[config.mk]
export PLATFORM = sky130hd
export DESIGN_NAME = dac_stream_fanout
export DESIGN_NICKNAME = d
export VERILOG_FILES = /design/src/rtl/dsf_pkg.sv /design/src/rtl/dsf_tick_gen.sv /design/src/rtl/dsf_fanout.sv /design/src/rtl/dsf_lane.sv /design/src/rtl/dsf_event_gen.sv /design/src/rtl/dac_stream_fanout.sv
export SDC_FILE = /design/constraint.sdc
export NUM_CORES = 1
export LEC_CHECK = 0
export BUFFER_PORTS_ARGS = -buffer_cell sky130_fd_sc_hd__buf_4
export CORE_MARGIN = 2
export CORE_UTILIZATION = 55
export CTS_CLUSTER_SIZE = 28
export DETAILED_ROUTE_END_ITERATION = 8
export GPL_TIMING_DRIVEN = 0
export MAX_ROUTING_LAYER = met4
export PLACE_DENSITY = 0.87
export RECOVER_POWER = 50
export SYNTH_ARGS = -nofsm -noshare
export SYNTH_HDL_FRONTEND = slang
export SYNTH_HIERARCHICAL = 1
export SYNTH_SLANG_ARGS = --single-unit
[constraint.sdc]
create_clock -name clk -period 5.9 [get_ports clk]
set_input_delay 0.59 -clock clk [delete_from_list [all_inputs] [get_ports clk]]
set_output_delay 0.59 -clock clk [all_outputs]
set_load 0.03 [all_outputs]
[src/rtl/dsf_pkg.sv]
package dsf_pkg;

    localparam int unsigned DSF_NCH = 2;
    localparam int unsigned DSF_DW  = 8;

    typedef logic [DSF_DW-1:0] code_t;

    typedef enum logic {
        FAN_SIMUL = 1'b0,
        FAN_ALTER = 1'b1
    } fan_mode_t;

    typedef struct packed {
        logic  wr;
        code_t val;
    } lane_cmd_t;

    // Unsigned sample plus signed offset, clamped to the code range.
    function automatic code_t sat_add(input code_t smp, input code_t off);
        logic signed [DSF_DW+1:0] sum;
        logic signed [DSF_DW+1:0] top;
        sum = $signed({2'b00, smp}) + $signed({{2{off[DSF_DW-1]}}, off});
        top = $signed({2'b00, {DSF_DW{1'b1}}});
        if (sum < 0)
            return '0;
        else if (sum > top)
            return {DSF_DW{1'b1}};
        else
            return code_t'(sum[DSF_DW-1:0]);
    endfunction

endpackage

[src/rtl/dsf_tick_gen.sv]
module dsf_tick_gen #(
    parameter int unsigned DIVW = 16
) (
    input  logic            clk,
    input  logic            rst,
    input  logic            en,
    input  logic [DIVW-1:0] div,
    output logic            tick
);
    logic [DIVW-1:0] cnt;

    always_ff @(posedge clk) begin
        if (rst || !en)
            cnt <= '0;
        else if (cnt >= div)
            cnt <= '0;
        else
            cnt <= cnt + 1'b1;
    end

    assign tick = en && (cnt >= div);
endmodule

[src/rtl/dsf_fanout.sv]
module dsf_fanout
    import dsf_pkg::*;
(
    input  logic                       clk,
    input  logic                       rst,
    input  logic                       en,
    input  logic                       accept,
    input  fan_mode_t                  mode,
    input  logic [DSF_NCH-1:0]         mask,
    input  code_t                      val,
    output lane_cmd_t [DSF_NCH-1:0]    cmd
);
    logic turn;
    logic dealing;

    assign dealing = (mode == FAN_ALTER) && (&mask);

    always_ff @(posedge clk) begin
        if (rst || !en)
            turn <= 1'b0;
        else if (accept && dealing)
            turn <= ~turn;
    end

    for (genvar c = 0; c < DSF_NCH; c++) begin : g_route
        logic mine;
        assign mine       = !dealing || (32'(turn) == c);
        assign cmd[c].wr  = accept && mask[c] && mine;
        assign cmd[c].val = val;
    end
endmodule

[src/rtl/dsf_lane.sv]
module dsf_lane
    import dsf_pkg::*;
(
    input  logic      clk,
    input  logic      rst,
    input  logic      start,
    input  lane_cmd_t cmd,
    output code_t     code
);
    always_ff @(posedge clk) begin
        if (rst)
            code <= '0;
        else if (cmd.wr)
            code <= cmd.val;
        else if (start)
            code <= '0;
    end
endmodule

[src/rtl/dsf_event_gen.sv]
module dsf_event_gen #(
    parameter int unsigned LENW = 16
) (
    input  logic            clk,
    input  logic            rst,
    input  logic            en,
    input  logic            tick,
    input  logic            s_valid,
    input  logic            accept,
    input  logic [LENW-1:0] blk_len,
    output logic            blk_done,
    output logic            starved
);
    logic [LENW-1:0] cnt;
    logic            had;
    logic [LENW:0]   nxt;
    logic            last;

    assign nxt  = {1'b0, cnt} + (LENW+1)'(1);
    assign last = nxt >= {1'b0, blk_len};

    always_ff @(posedge clk) begin
        if (rst || !en) begin
            cnt      <= '0;
            had      <= 1'b0;
            blk_done <= 1'b0;
            starved  <= 1'b0;
        end else begin
            blk_done <= accept && last;
            if (accept)
                cnt <= last ? '0 : nxt[LENW-1:0];
            starved <= tick && !s_valid && had;
            if (tick)
                had <= s_valid;
        end
    end
endmodule

[src/rtl/dac_stream_fanout.sv]
module dac_stream_fanout
    import dsf_pkg::*;
#(
    parameter int unsigned DIVW = 16,
    parameter int unsigned LENW = 16
) (
    input  logic                clk,
    input  logic                rst,
    input  logic                enable,
    input  logic [DIVW-1:0]     div_val,
    input  logic [DSF_NCH-1:0]  chan_mask,
    input  logic                alt_mode,
    input  logic [DSF_DW-1:0]   offset,
    input  logic [LENW-1:0]     block_len,
    input  logic                s_valid,
    input  logic [DSF_DW-1:0]   s_data,
    output logic                s_ready,
    output logic [DSF_DW-1:0]   code0,
    output logic [DSF_DW-1:0]   code1,
    output logic                blk_done,
    output logic                starved
);
    logic                      en_q;
    logic                      start;
    logic                      tick;
    logic                      accept;
    code_t                     adj;
    lane_cmd_t [DSF_NCH-1:0]   cmd;
    code_t     [DSF_NCH-1:0]   codes;

    always_ff @(posedge clk) begin
        if (rst)
            en_q <= 1'b0;
        else
            en_q <= enable;
    end

    assign start   = enable && !en_q;
    assign s_ready = tick;
    assign accept  = s_valid && tick;
    assign adj     = sat_add(s_data, offset);

    dsf_tick_gen #(.DIVW(DIVW)) u_tick (
        .clk  (clk),
        .rst  (rst),
        .en   (enable),
        .div  (div_val),
        .tick (tick)
    );

    dsf_fanout u_fan (
        .clk    (clk),
        .rst    (rst),
        .en     (enable),
        .accept (accept),
        .mode   (fan_mode_t'(alt_mode)),
        .mask   (chan_mask),
        .val    (adj),
        .cmd    (cmd)
    );

    for (genvar c = 0; c < DSF_NCH; c++) begin : g_lane
        dsf_lane u_lane (
            .clk   (clk),
            .rst   (rst),
            .start (start),
            .cmd   (cmd[c]),
            .code  (codes[c])
        );
    end

    assign code0 = codes[0];
    assign code1 = codes[1];

    dsf_event_gen #(.LENW(LENW)) u_evt (
        .clk      (clk),
        .rst      (rst),
        .en       (enable),
        .tick     (tick),
        .s_valid  (s_valid),
        .accept   (accept),
        .blk_len  (block_len),
        .blk_done (blk_done),
        .starved  (starved)
    );
endmodule

# Yosys cells after proc, flatten, opt, wreduce, memory -nomap -nowiden

Cells that the tools add are included.

Register bits: 53
Input port bits: 55
Output and inout bits: 19
Word-level logic and storage cells: 46

$add $sub $neg: 3
Magnitude comparators: 4
Mux-type cells: 6
Bitwise operators: 1
Reductions and logical operators: 23

Operators by type and width:

| kind                                                                           | number |
|---|---|
| 8-bit 2-to-1 mux                                                               | 5 |
| 16-bit by 1-bit adder with 17-bit output (second input constant)               | 1 |
| 17-bit by 16-bit >= comparator with 1-bit output                               | 1 |
| 16-bit by 1-bit adder with 16-bit output (second input constant)               | 1 |
| 16-bit >= comparator                                                           | 1 |
| 16-bit 2-to-1 mux                                                              | 1 |
| 1-bit logical AND                                                              | 12 |
| 9-bit by 8-bit adder with 10-bit output                                        | 1 |
| 10-bit by 9-bit > comparator with 1-bit output (second input constant)         | 1 |
| 10-bit by 1-bit less-than comparator with 1-bit output (second input constant) | 1 |
| 1-bit zero test                                                                | 4 |
| 2-bit nonzero test                                                             | 2 |
| 1-bit logical OR                                                               | 3 |
| 2-bit AND reduction                                                            | 1 |
| 2-bit OR reduction                                                             | 1 |
| 1-bit inverter                                                                 | 1 |

# Depth between registers and ports, before layout

Depth in word-level cells: 6
Mapped depth: 14
Depth with buffers taken out: 12

# Hierarchy

The synthesis kept the hierarchy.

By module, submodules not included:

| module            | times used | cells an instance | area each (µm²) | sequential area each (µm²) |
|---|---|---|---|---|
| dsf_event_gen     | 1          | 187               | 1,493.9         | 380.4 |
| dsf_tick_gen      | 1          | 136               | 1,232.4         | 320.3 |
| dsf_lane          | 2          | 36                | 377.9           | 160.2 |
| dac_stream_fanout | 1          | 84                | 670.6           | 20.0 |
| dsf_fanout        | 1          | 26                | 196.4           | 20.0 |

# Least setup slack after synthesis

OpenSTA, ideal clock, no wires.

Kind: input-to-reg
From: input port div_val[13]
To: register g_lane[0].u_lane.code[0]
Setup time: 0.089 ns
Arrival: 3.113 ns
Data required time: 5.811 ns
Setup slack: 2.698 ns
Stages: 12
Path buffers: 2
Cells stage by stage: inv_1 -> ha_1 -> and4_1 -> a221o_1 -> buf_2 -> o21a_1 -> and2_1 -> nand2_1 -> a31oi_1 -> buf_2 -> nand2_1 -> o32ai_2

RTL lines:

| element                | line                    | RTL |
|---|---|---|
| start: declaration     | dac_stream_fanout.sv:10 | `input logic [DIVW-1:0] div_val,` |
| end signal: assignment | dsf_lane.sv:14          | `code <= cmd.val;` |
| end: declaration       | dsf_lane.sv:8           | `output code_t code` |

# Worst setup path in the final report

From: register u_evt.cnt[0]
To: register u_evt.cnt[13]

Cells in the longest elaborated chain, start to end: 3

Ends and longest elaborated chain:

| element                                          | line                | RTL |
|---|---|---|
| start: declaration                               | dsf_event_gen.sv:14 | `logic [LENW-1:0] cnt;` |
| start signal: assignment                         | dsf_event_gen.sv:31 | `cnt <= last ? '0 : nxt[LENW-1:0];` |
| 16-bit by 1-bit adder with 17-bit output *       | dsf_event_gen.sv:19 | `assign nxt = {1'b0, cnt} + (LENW+1)'(1);` |
| 17-bit by 16-bit >= comparator with 1-bit output | dsf_event_gen.sv:20 | `assign last = nxt >= {1'b0, blk_len};` |
| 16-bit 2-to-1 mux *                              | dsf_event_gen.sv:31 |  |

Every way passes the cells marked *; elsewhere a longest branch is shown, timed or not.
A chain may end at the register's enable or synchronous reset.

==> results.md <==
* Status: complete, no violations
* Hold_ws at 459.1 ps
* Count leader, synth: inv_1
* GPL Wtd Cong at 0.8934
* Share of layout cells above drive strength 1 at 0.2175
* RSZ-0062 raised after global routing: no
* ANT cells at 0
* Crit path max fanout at 10
* Critical path class: flop to flop
* Pre-CTS WS at 2251 ps
* Distinct cells, synth at 71
* Area contributors post-synth: dfxtp_1 (24%), ha_1 (12%), inv_1 (5.3%), o32ai_2 (5.2%), xnor2_1 (4.0%)
* Mapped Cells at 505
* Starting Density at 0.5658
* Vias in the first global route at 3803
* Synthesized area per cell at 8.612 um^2
* Vias/cell at 5.564
* # port buffers at 73
* IR Drop Worst-Case VDD at 0.00009136 V
* Layout area overhead at 14.21%
* IO Count at 74
* CP arrival at 3770 ps
* Final Cell Area at 0.004967 mm^2
* Slew @ Worst Pin at 811.0 ps
* Req. time, crit path at 6130 ps
* Core Rows at 32
* Chip height at 92.93 um
* Placed Area at 0.005025 mm^2
* Clk_lat worst skew at 300 ps
* Top cell type's share of synthesized area at 0.2440
* Final worst slack at 2359 ps
* Met3 GRT Util at 0.03499
* DRC Markers at 0
* Startpoint class of the critical path: flop
* Pwr dens at 146.1 mW/mm^2
* CTS sink cnt at 53
* Setup TNS at 0 ps
* Skew final at 7.393 ps
* Fin. Hold Viols at 0
* Final Routed Wirelength at 9551 um
* Slew headroom at 0.4568
* Post-synth top cells: inv_1 (61), dfxtp_1 (53), ha_1 (43)
* Total of max-cap violations at 0
* Grt met1 use at 0.2455
* Initial antenna violation count at 0
* Dpl hpwl at 7613 um
* CTS buffer count at 5
* Met2 Use GR at 0.4463
* CTS tree: yes
* Antenna Violating Nets Remaining at 0
* Chip Width at 92.93 um
* Largest net degree at the start of global routing at 15
* Fin. max-slew vios at 0
* DR iter-0 viols at 128
* Clock Tree Buf Depth at 2
* Clock Root Buffer: clkbuf_8
* Setup bufs post-CTS at 0
* Remaining global-route overflow at 0
* Final min period at 3541 ps
* Async SR Flop Fraction at 0
* Fraction of the yosys area taken by sequential cells at 0.2440
* Ys Warns at 6
* Cts repair resizes at 0
* Worst min-delay path class: flop to flop
* Count of state elements after synthesis at 53
* Total number of vias at 3817
* Die ar. at 0.008635 mm^2
* CP endpoint kind: flop
* Period utilization at 0.6002
* Nets at 684
* Drt pass-1 iters at 4
* Clock transition at path regs at 90 ps
* Post-CTS Hold Fix Bufs at 0
* WL/cell at 13.92 um
* Fin util at 0.6462
* Grt peak-use layer: met2
* Synth Flop Type: dfxtp_1
* Fmax at 0.2824 GHz
* Leak pwr at 2.043 nW
* Final setup fails at 0
* EDFF count, synth at 0
* CTS H-tree depth at 2
* Total track usage at 0.2319
* Area leader, netlist: dfxtp_1
* Syn nets at 604
* Core area at 0.007687 mm^2
* First-pass GRT wire length at 16090 um
* Netlist Area Pre-Place at 0.004349 mm^2
==> metrics by stage <==
| stage | power (mW) | instances |
|---|---|---|
| 2_1_floorplan | 0.4927 | 505 |
| 6_report | 0.7255 | 686 |
| 4_1_cts | 0.7346 | 686 |
| 5_1_grt | 0.7635 | 686 |
| 3_5_place_dp | 0.5476 | 680 |
| 3_3_place_gp | 0.5403 | 680 |
==> worst max-delay path, cell delays in order, from the launching register on <==
cell      delay, ps
dfxtp_1         440
ha_1            270
nand3_2         180
or4_1           550
buf_6           160
nor2_4          120
xor2_2          160
ha_1            280
a21o_1          180
a21oi_1         170
o211ai_2        100
a211oi_2        370
buf_6           210
nand3_1         110
a21oi_1         170
==> routing by layer <==
layer,share of wire,up-vias
met5,0,-
met4,0.0089,0
met1,0.41,1787
met3,0.036,9
li1,-,1920
met2,0.55,101
==> state kept, by name, summed over array words and instances, names as in the netlist <==
register,count
u_evt/blk_done,1
u_evt/had,1
g_lane.u_lane/code,16
en_q,1
u_fan/turn,1
u_tick/cnt,16
u_evt/starved,1
u_evt/cnt,16
==> cells in the final DEF (no fill, tap or decap), drive strengths merged, types with 3 or more instances in the layout <==
cell type	synthesis	routed
a2111oi	3	3
a211oi	5	5
a21o	5	5
a21oi	29	29
a22oi	4	4
a31oi	7	7
and2	3	3
and4	5	5
buf	33	84
clkbuf	4	31
dfxtp	53	53
ha	43	43
inv	61	61
nand2	37	37
nand2b	20	20
nand3	28	28
nand3b	4	4
nand4	12	12
nor2	16	16
nor2b	4	4
nor3	22	22
nor3b	5	5
nor4	5	5
o211ai	3	3
o21a	4	4
o21ai	9	9
o22ai	5	5
o32ai	14	14
or2	4	4
or3b	4	4
or4	3	3
xnor2	20	20
xor2	12	12
==> kinds of logic after synthesis <==
kind of cell	Yosys count	share of synthesized area
muxes	2	0.004603
buffers and inverters	98	0.1157
adders and majority gates	44	0.1283
and+or+nand+nor	178	0.2463
DFF	53	0.2440
AOI/OAI and AO/OA	98	0.1933
xor gates and xnor gates	32	0.06789
==> worst paths after layout <==
path	startpoint	end	slack (ps)	cells after the start
min	u_evt/had	u_evt/starved	460	2
max reg2reg	u_evt/cnt[0]	u_evt/cnt[13]	2360	14
max	u_evt/cnt[0]	u_evt/cnt[13]	2360	14
min reg2reg	u_evt/had	u_evt/starved	460	2
==> report_power, final <==
part / internal (mW) / total [mW] / leakage (nW) / switching (mW)
sequential: 0.360 / 0.363 / 0.427 / 0.00364
clock: 0.0784 / 0.188 / 0.0399 / 0.110
combinational: 0.0911 / 0.174 / 1.58 / 0.0828
total: 0.529 / 0.726 / 2.04 / 0.196
==> area by class of cell <==
cell class                      count  area (um^2)
Fill cell                         666         2720
Clock buffer                        5        68.82
Multi-Input combinational cell    354         2734
Sequential cell                    53         1061
Inverter                           61        229.0
Timing Repair Buffer               73        476.7
Tap cell                          102        127.6
Buffer                             37        265.3
Clock inverter                      1        5.005
(Power assumes the default switching activity.)
